## config.mk

```make
export PLATFORM = sky130hd
export DESIGN_NAME = calib_prescaler
export DESIGN_NICKNAME = d
export VERILOG_FILES = /design/src/rtl/cal_div_pkg.sv /design/src/rtl/cp_schedule.sv /design/src/rtl/cp_divider.sv /design/src/rtl/cp_ftest.sv /design/src/rtl/calib_prescaler.sv
export SDC_FILE = /design/constraint.sdc
export NUM_CORES = 1
export LEC_CHECK = 0
export ABC_AREA = 1
export BUFFER_PORTS_ARGS = -buffer_cell sky130_fd_sc_hd__buf_2
export CAP_MARGIN = 5
export CORE_MARGIN = 2
export CORE_UTILIZATION = 59
export CTS_BUF_LIST = sky130_fd_sc_hd__clkbuf_16
export DETAILED_ROUTE_END_ITERATION = 10
export PLACE_DENSITY = 0.75
export SLEW_MARGIN = 20
export SYNTH_ARGS = -nofsm -noshare
export SYNTH_HDL_FRONTEND = slang
export SYNTH_HIERARCHICAL = 1
export SYNTH_SLANG_ARGS = --single-unit
```

## constraint.sdc

```tcl
create_clock -name clk -period 2.5 [get_ports clk]
set_input_delay 0.5 -clock clk [delete_from_list [all_inputs] [get_ports clk]]
set_output_delay 0.5 -clock clk [all_outputs]
set_load 0.01 [all_outputs]
```

## src/rtl/cal_div_pkg.sv

```systemverilog
// Shared types for the calibrated seconds prescaler.
package cal_div_pkg;
    // Phase of the low divider stage: normal 256-count blocks, or the
    // extra half block that lengthens a negatively corrected second.
    typedef enum logic {
        PH_MAIN  = 1'b0,
        PH_EXTRA = 1'b1
    } div_phase_e;
endpackage

```

## src/rtl/cp_schedule.sv

```systemverilog
// Correction schedule for the calibrated prescaler.
// Tracks the minute index inside a CYCLE_MIN-minute cycle, samples the
// calibration setting at each cycle start and raises adj_pend at the start of
// every minute that must carry one adjusted second. adj_pend clears when the
// divider reports that the adjusted second has ended.
// Assumes minute_wrap is a one-cycle pulse and CYCLE_MIN is a power of two.
module cp_schedule #(
    parameter int CYCLE_MIN = 64,
    parameter int MOD_MIN   = 62,
    parameter int MAG_W     = 5
) (
    input  logic             clk,
    input  logic             rst_n,
    input  logic             run,
    input  logic             minute_wrap,
    input  logic [MAG_W-1:0] cal_mag,
    input  logic             cal_sign,
    input  logic             adj_done,
    output logic             adj_pend,
    output logic             adj_pos
);
    localparam int MW   = $clog2(CYCLE_MIN);
    localparam int CW   = ((MW > MAG_W + 1) ? MW : MAG_W + 1) + 1;
    localparam logic [MW-1:0] MIN_LAST = MW'(CYCLE_MIN - 1);
    localparam logic [CW-1:0] MOD_LIM  = CW'(MOD_MIN);

    logic [MW-1:0]    min_q;
    logic [MAG_W-1:0] mag_q;
    logic             pos_q;
    logic             pend_q;
    logic [MW-1:0]    nxt_idx;
    logic [CW-1:0]    span;
    logic             nxt_in;
    logic             start_pend;

    // Next minute index and whether that minute falls inside the window.
    always_comb begin
        nxt_idx    = (min_q == MIN_LAST) ? '0 : min_q + 1'b1;
        span       = CW'({mag_q, 1'b0});
        nxt_in     = (CW'(nxt_idx) < span) && (CW'(nxt_idx) < MOD_LIM);
        start_pend = (cal_mag != '0) && (MOD_MIN > 0);
    end

    // Minute index, latched setting and pending-adjustment flag.
    always_ff @(posedge clk) begin
        if (!rst_n || !run) begin
            min_q  <= '0;
            mag_q  <= cal_mag;
            pos_q  <= cal_sign;
            pend_q <= start_pend;
        end else if (minute_wrap) begin
            min_q <= nxt_idx;
            if (nxt_idx == '0) begin
                mag_q  <= cal_mag;
                pos_q  <= cal_sign;
                pend_q <= start_pend;
            end else begin
                pend_q <= nxt_in;
            end
        end else if (adj_done) begin
            pend_q <= 1'b0;
        end
    end

    assign adj_pend = pend_q;
    assign adj_pos  = pos_q;
endmodule

```

## src/rtl/cp_divider.sv

```systemverilog
// Two-stage seconds divider with correction at the divide-by-2**LO_W stage.
// A nominal second is HI_COUNT blocks of 2**LO_W enables. A positive
// adjustment ends the second one block early; a negative one appends a partial
// block of EXT_COUNT enables. Assumes HI_COUNT >= 2 and EXT_COUNT <= 2**LO_W.
module cp_divider
    import cal_div_pkg::*;
#(
    parameter int LO_W      = 8,
    parameter int HI_COUNT  = 128,
    parameter int EXT_COUNT = 128
) (
    input  logic clk,
    input  logic rst_n,
    input  logic run,
    input  logic osc_en,
    input  logic adj_pend,
    input  logic adj_pos,
    output logic adj_done,
    output logic sec_tick
);
    localparam int HW = (HI_COUNT > 1) ? $clog2(HI_COUNT) : 1;
    localparam logic [LO_W-1:0] LO_LAST  = '1;
    localparam logic [LO_W-1:0] EXT_LAST = LO_W'(EXT_COUNT - 1);
    localparam logic [HW-1:0]   HI_LAST  = HW'(HI_COUNT - 1);
    localparam logic [HW-1:0]   HI_SHORT = HW'(HI_COUNT - 2);

    logic [LO_W-1:0] lo_q;
    logic [HW-1:0]   hi_q;
    div_phase_e      ph_q;
    logic            tick_q;
    logic            blk_end, ext_end, short_end, at_last, go_ext, plain_end;
    logic            sec_end;

    // Decode where the current enable lands in the second.
    always_comb begin
        blk_end   = (ph_q == PH_MAIN) && (lo_q == LO_LAST);
        ext_end   = (ph_q == PH_EXTRA) && (lo_q == EXT_LAST);
        short_end = blk_end && adj_pend && adj_pos && (hi_q == HI_SHORT);
        at_last   = blk_end && (hi_q == HI_LAST);
        go_ext    = at_last && adj_pend && !adj_pos;
        plain_end = at_last && !go_ext;
        adj_done  = osc_en && (short_end || ext_end);
        sec_end   = osc_en && (short_end || ext_end || plain_end);
    end

    // Counter stages, phase and the registered tick.
    always_ff @(posedge clk) begin
        if (!rst_n || !run) begin
            lo_q   <= '0;
            hi_q   <= '0;
            ph_q   <= PH_MAIN;
            tick_q <= 1'b0;
        end else begin
            tick_q <= sec_end;
            if (osc_en) begin
                if (sec_end) begin
                    lo_q <= '0;
                    hi_q <= '0;
                    ph_q <= PH_MAIN;
                end else if (go_ext) begin
                    lo_q <= '0;
                    hi_q <= '0;
                    ph_q <= PH_EXTRA;
                end else if (blk_end) begin
                    lo_q <= '0;
                    hi_q <= hi_q + 1'b1;
                end else begin
                    lo_q <= lo_q + 1'b1;
                end
            end
        end
    end

    assign sec_tick = tick_q;
endmodule

```

## src/rtl/cp_ftest.sv

```systemverilog
// Frequency-test output: toggles every FT_HALF oscillator enables while
// enabled, from its own counter so calibration never disturbs it.
// Assumes FT_HALF >= 2.
module cp_ftest #(
    parameter int FT_HALF = 32
) (
    input  logic clk,
    input  logic rst_n,
    input  logic run,
    input  logic osc_en,
    input  logic ftest_en,
    output logic ftest_out
);
    localparam int FW = $clog2(FT_HALF);
    localparam logic [FW-1:0] FT_LAST = FW'(FT_HALF - 1);

    logic [FW-1:0] cnt_q;
    logic          out_q;

    // Half-period counter and output toggle.
    always_ff @(posedge clk) begin
        if (!rst_n || !run || !ftest_en) begin
            cnt_q <= '0;
            out_q <= 1'b0;
        end else if (osc_en) begin
            if (cnt_q == FT_LAST) begin
                cnt_q <= '0;
                out_q <= ~out_q;
            end else begin
                cnt_q <= cnt_q + 1'b1;
            end
        end
    end

    assign ftest_out = out_q;
endmodule

```

## src/rtl/calib_prescaler.sv

```systemverilog
// Calibrated seconds prescaler: oscillator enable in, one-second tick out,
// with periodic count correction on a CYCLE_MIN-minute schedule and a
// calibration-independent frequency-test output.
// Assumes minute_wrap comes from the timekeeping chain fed by sec_tick.
module calib_prescaler #(
    parameter int LO_W      = 8,
    parameter int HI_COUNT  = 128,
    parameter int EXT_COUNT = 128,
    parameter int CYCLE_MIN = 64,
    parameter int MOD_MIN   = 62,
    parameter int MAG_W     = 5,
    parameter int FT_HALF   = 32
) (
    input  logic             clk,
    input  logic             rst_n,
    input  logic             run,
    input  logic             osc_en,
    input  logic             minute_wrap,
    input  logic [MAG_W-1:0] cal_mag,
    input  logic             cal_sign,
    input  logic             ftest_en,
    output logic             sec_tick,
    output logic             ftest_out
);
    logic adj_pend;
    logic adj_pos;
    logic adj_done;

    cp_schedule #(
        .CYCLE_MIN (CYCLE_MIN),
        .MOD_MIN   (MOD_MIN),
        .MAG_W     (MAG_W)
    ) u_sched (
        .clk         (clk),
        .rst_n       (rst_n),
        .run         (run),
        .minute_wrap (minute_wrap),
        .cal_mag     (cal_mag),
        .cal_sign    (cal_sign),
        .adj_done    (adj_done),
        .adj_pend    (adj_pend),
        .adj_pos     (adj_pos)
    );

    cp_divider #(
        .LO_W      (LO_W),
        .HI_COUNT  (HI_COUNT),
        .EXT_COUNT (EXT_COUNT)
    ) u_div (
        .clk      (clk),
        .rst_n    (rst_n),
        .run      (run),
        .osc_en   (osc_en),
        .adj_pend (adj_pend),
        .adj_pos  (adj_pos),
        .adj_done (adj_done),
        .sec_tick (sec_tick)
    );

    cp_ftest #(
        .FT_HALF (FT_HALF)
    ) u_ft (
        .clk       (clk),
        .rst_n     (rst_n),
        .run       (run),
        .osc_en    (osc_en),
        .ftest_en  (ftest_en),
        .ftest_out (ftest_out)
    );
endmodule

```

# Yosys cells after proc, flatten, opt, wreduce, memory -nomap -nowiden
# Index checks and enable logic that the tools add are counted.
# op_classes
add_sub_neg,4
magnitude_cmp,2
eq_ne,6
muxes,20
bitwise,2
reduce_logical,32
# ops
operator,count
8-bit 2-to-1 mux,3
7-bit 2-to-1 mux,3
5-bit 2-to-1 mux,4
7-bit == test (second input constant),2
1-bit logical AND,12
1-bit 2-to-1 mux,9
8-bit by 1-bit adder with 8-bit output (second input constant),1
8-bit by 7-bit == test with 1-bit output (second input constant),1
8-bit == test (second input constant),1
2-bit AND reduction,4
7-bit by 1-bit adder with 7-bit output (second input constant),1
6-bit by 1-bit adder with 6-bit output (second input constant),1
6-bit == test (second input constant),1
6-bit logical NOT,1
6-bit less-than comparator,1
6-bit less-than comparator (second input constant),1
6-bit 2-to-1 mux,1
2-bit nonzero test,3
3-bit nonzero test,2
5-bit by 1-bit adder with 5-bit output (second input constant),1
5-bit == test (second input constant),1
1-bit logical NOT,5
5-bit nonzero test,1
1-bit logical OR,4
1-bit NOT,2
# word_totals
ff_bits,36
in_bits,12
output_inout_bits,2
word_cells,76

# Logic depth before layout (Yosys ltp)
# depth
ltp_word,11
ltp_mapped,14
mapped_depth_nobuf,14

# By module
# Netlist, hierarchy kept.
# by_module_without_submodules
mod,n_inst,cells_each,area_per_inst_um2
cp_divider,1,148,992.2
cp_schedule,1,100,764.5
cp_ftest,1,39,281.5

# Worst setup path after synthesis
# Ideal clock, no wire load.
# synth_timing
path_type,register to register
start,register u_sched.min_q[0]
end,"register u_sched.pend_q, in the netlist u_sched/adj_pend, data pin"
arrival_time_ps,1705
t_required_ps,2248
setup_slack_ps,543
path_stages_with_launch,15
path_buffers,0
period_less_slack_ps,1957
cell_sequence,dfxtp_1 -> ha_1 -> nand2_2 -> nor2_2 -> nand2_1 -> nand2_1 -> nor2_4 -> ha_1 -> nand2_1 -> o21ai_0 -> nor2_1 -> nand2_1 -> nand2_1 -> nand2_1 -> nand2_1
# synth_via
elab_chain_cells,7
elab_cells_between_ends,10
# synth_rtl
element,line_no,text
start: declaration,cp_schedule.sv:27,logic [MW-1:0] min_q;
start signal: assignment,cp_schedule.sv:52,min_q <= nxt_idx;
6-bit by 1-bit adder with 6-bit output or 6-bit == test (tied branches),cp_schedule.sv:38,nxt_idx = (min_q == MIN_LAST) ? '0 : min_q + 1'b1;
6-bit 2-to-1 mux *,cp_schedule.sv:38,
named net u_sched.nxt_idx[5],cp_schedule.sv:31,logic [MW-1:0] nxt_idx;
6-bit less-than comparator,cp_schedule.sv:40,nxt_in = (CW'(nxt_idx) < span) && (CW'(nxt_idx) < MOD_LIM);
1-bit logical AND,cp_schedule.sv:40,
1-bit 2-to-1 mux *,cp_schedule.sv:53,if (nxt_idx == '0) begin
1-bit 2-to-1 mux *,cp_schedule.sv:51,end else if (minute_wrap) begin
1-bit 2-to-1 mux *,cp_schedule.sv:46,if (!rst_n || !run) begin
end signal: assignment,cp_schedule.sv:50,pend_q <= start_pend;
end signal: assignment,cp_schedule.sv:56,pend_q <= start_pend;
end signal: assignment,cp_schedule.sv:58,pend_q <= nxt_in;
end: declaration,cp_schedule.sv:30,logic pend_q;
# The timed path passes the listed nets; every way through them passes the cells marked *.
# A chain may end at the register's enable or synchronous reset.

# Worst setup path in the final report
# Ends and elaborated chain as after synthesis.

==> impl_metrics.toml <==
[status]
status = "completed"

[drt]
wl_mm = 3.672
drt_iter0_markers = 146
viasPerCell = 4.983
vias = 1759
drt_pass1_iterations = 4
drc = 0
ant_nets = 0
routedWlPerCell_um = 10.40

[global_routing]
grt_pass1_vias = 1665
grt_max_degree = 22
grt_pass1_wl_mm = 6.603
antenna_found_initial = 0
track_usage_pct = 21.37
grt_overflow = 0

[critical_path]
path_cells = "ha_1 -> nand2_2 -> nor2_2 -> nand2_1 -> nand2_1 -> nor2_4 -> ha_1 -> nand4_1 -> a21oi_1 -> nor2_1 -> nand2_1 -> nand2_1 -> nand2_1 -> nand2_1"
rr_worst_depth = 14
path_depth = 14
start_kind = "register"
cp.arrival_ns = 2.18
worst-path-max-fanout = 7
regToRegStartpoint = "u_sched/min_q[0]"
cp-end-kind = "register"
r2r_setup_slack_ns = 0.36
setup.worst_path.class = "register to register"
crit_path_top_delay_cell = "dfxtp_1"
endpoint = "u_sched/adj_pend"
slowest_delay_ns = 0.43
critical_path.top_delay_family = "simple AND/OR/NAND/NOR gates"
crit_buf_inv = 0
reg2reg_to = "u_sched/adj_pend"
cp-startpoint = "u_sched/min_q[0]"
critical_path_required_ns = 2.54
cpMostUsedCell = "nand2_1"

[floorplan]
die_h_um = 62.78
die_area_um2 = 3941
die_x_um = 62.78
initial_core_util_pct = 61.08
io_pins = 14
core-area_um2 = 3337
fp-row-count = 21

[timing]
worst_slew_pin_slew_ns = 0.5077
relSlewSlack_pct = 65.93
fin_setup_tns_ns = 0
min_period_ns = 2.140
final.period_utilization_pct = 85.60
skew_ns = 0.003550
hold_viol = 0
whs_ns = 0.4000
max_freq_mhz = 467.3
slew_viol_final = 0
setup_viol_count_final = 0
setup_ws_ns = 0.3600
rsz0062_at_grt = "no"

[clocking]
clk_pin_slew_ns = 0.06
cts_num_sinks = 36
cts_tree = "yes"
holdBufCountCts = 0
cts_resized = 0
clock_tree.buffer_depth = 2
cts_buffers = 5
root_buffer = "clkbuf_16"
insertion_delay_ns = 0.28
cts_setup_buffers = 0
h-tree-depth = 2

[yosys]
synth_top_area_share_pct = 28.48
synth.area.top_cells = "dfxtp_1 28%, nand2_1 12%, edfxtp_1 10%"
postSynthCellCount = 287
synth_flop_cell = "dfxtp_1"
synthDistinctLibCells = 32
synth_most_common_cell = "nand2_1"
syn-cell-area_um2 = 2038
ys_warn_count = 6
yosys.area.top_type = "dfxtp_1"
ys_seq_area_share_pct = 38.80
yosys_register_bits = 36
synth_edf_count = 7
syn_area_per_cell_um2 = 7.102
synth_nets = 309
synthTopCellsByCount = "66 x nand2_1, 53 x nor2_1, 42 x inv_1"
async_flop_share_pct = 0

[layout]
nets = 328
drive_above_1_share_pct = 14.66
fill_cells = 297
antennaDiodeCount = 0
synthToLayoutAreaGrowth_pct = 14.06
finish.instance_area_um2 = 2325

[power_and_ir_drop]
power.density_nw_per_um2 = 588.1
vdd_drop_max_uv = 504.7
totalPowerFinal_mw = 1.367
power.leakage_nw = 1.000

[place]
dp.final_hpwl_mm = 2.727
gp_congestion = 0.9246
portBuffers = 13
post-place-ws_ns = 0.4005
placed_cell_area_um2 = 2157

[flow_run]
maxCapViolations = 0

[hold_path]
hold_class = "primary input to register"
[routing by layer]
layer / part of all wire, % / global-route usage (%)
met3: 5.0 / 5.586
met5: 0 / 0
met1: 46 / 24.85
met2: 47 / 35.35
met4: 2.5 / 12.78
[through the flow]
stage               cells  utilization [%]
finish                353            69.67
global placement      345            64.64
global route          353            69.67
floorplan             287                -
CTS                   353            69.67
detailed placement    345            64.64
[logic make-up (layout without fill, tap and decap cells)]
| family | after synthesis | after routing | synth area share, % |
|---|---|---|---|
| AND/OR/NAND/NOR | 164 | 164 | 36.03 |
| buffers and inverters | 45 | 65 | 8.287 |
| flip-flops | 36 | 36 | 38.80 |
| AO/OA/AOI/OAI | 25 | 25 | 7.735 |
| adder cells (fa/ha/maj) | 10 | 10 | 6.139 |
| XOR/XNOR | 7 | 7 | 3.008 |
[how the worst min path moves through the flow]
stage / start / to / depth (start not counted)
2_1_floorplan: u_ft/cnt_q[4] / u_ft/cnt_q[4] / 2
3_3_place_gp: u_ft/cnt_q[4] / u_ft/cnt_q[4] / 2
3_5_place_dp: u_ft/ftest_out / u_ft/ftest_out / 2
4_1_cts: cal_sign / u_sched/adj_pos / 1
5_1_grt: cal_sign / u_sched/adj_pos / 1
6_report: cal_sign / u_sched/adj_pos / 1
[sequential cells by signal, indices dropped and copies added (netlist names)]
signal	flops
u_sched/min_q	6
u_ft/ftest_out	1
u_div/sec_tick	1
u_div/hi_q	7
u_ft/cnt_q	5
u_sched/adj_pos	1
u_sched/mag_q	5
u_div/lo_q	8
u_div/ph_q	1
u_sched/adj_pend	1
[layout make-up]
cell class	instances	area (µm²)	share of cell area, %
Clock inverter	3	42.54	1.830
Clock buffer	5	125.1	5.382
Tap cell	46	57.56	2.476
Multi-Input combinational cell	206	1079	46.39
Sequential cell	36	790.8	34.02
Timing Repair Buffer	13	65.06	2.799
Inverter	44	165.2	7.104
[power breakdown]
part           internal, mW  total (mW)  leakage [nW]  switching, mW
Combinational        0.0191      0.0572         0.616         0.0382
Clock                 0.468       0.701        0.0798          0.233
Sequential            0.603       0.609         0.304        0.00544
[layout by cell type, fill, tap and decap left out, types with 2 or more instances in the layout]
| master | instances |
|---|---|
| a21oi_1 | 11 |
| and3_1 | 2 |
| buf_2 | 13 |
| clkbuf_16 | 5 |
| dfxtp_1 | 29 |
| edfxtp_1 | 7 |
| ha_1 | 10 |
| inv_1 | 42 |
| nand2_1 | 66 |
| nand2_2 | 9 |
| nand3_1 | 17 |
| nand4_1 | 3 |
| nor2_1 | 53 |
| nor2_2 | 2 |
| nor2_4 | 2 |
| nor3_1 | 3 |
| o21ai_0 | 4 |
| o21ai_2 | 3 |
| o22ai_1 | 3 |
| or2_2 | 2 |
| xor2_1 | 6 |
Note: power is estimated with default switching activity, not from simulation.
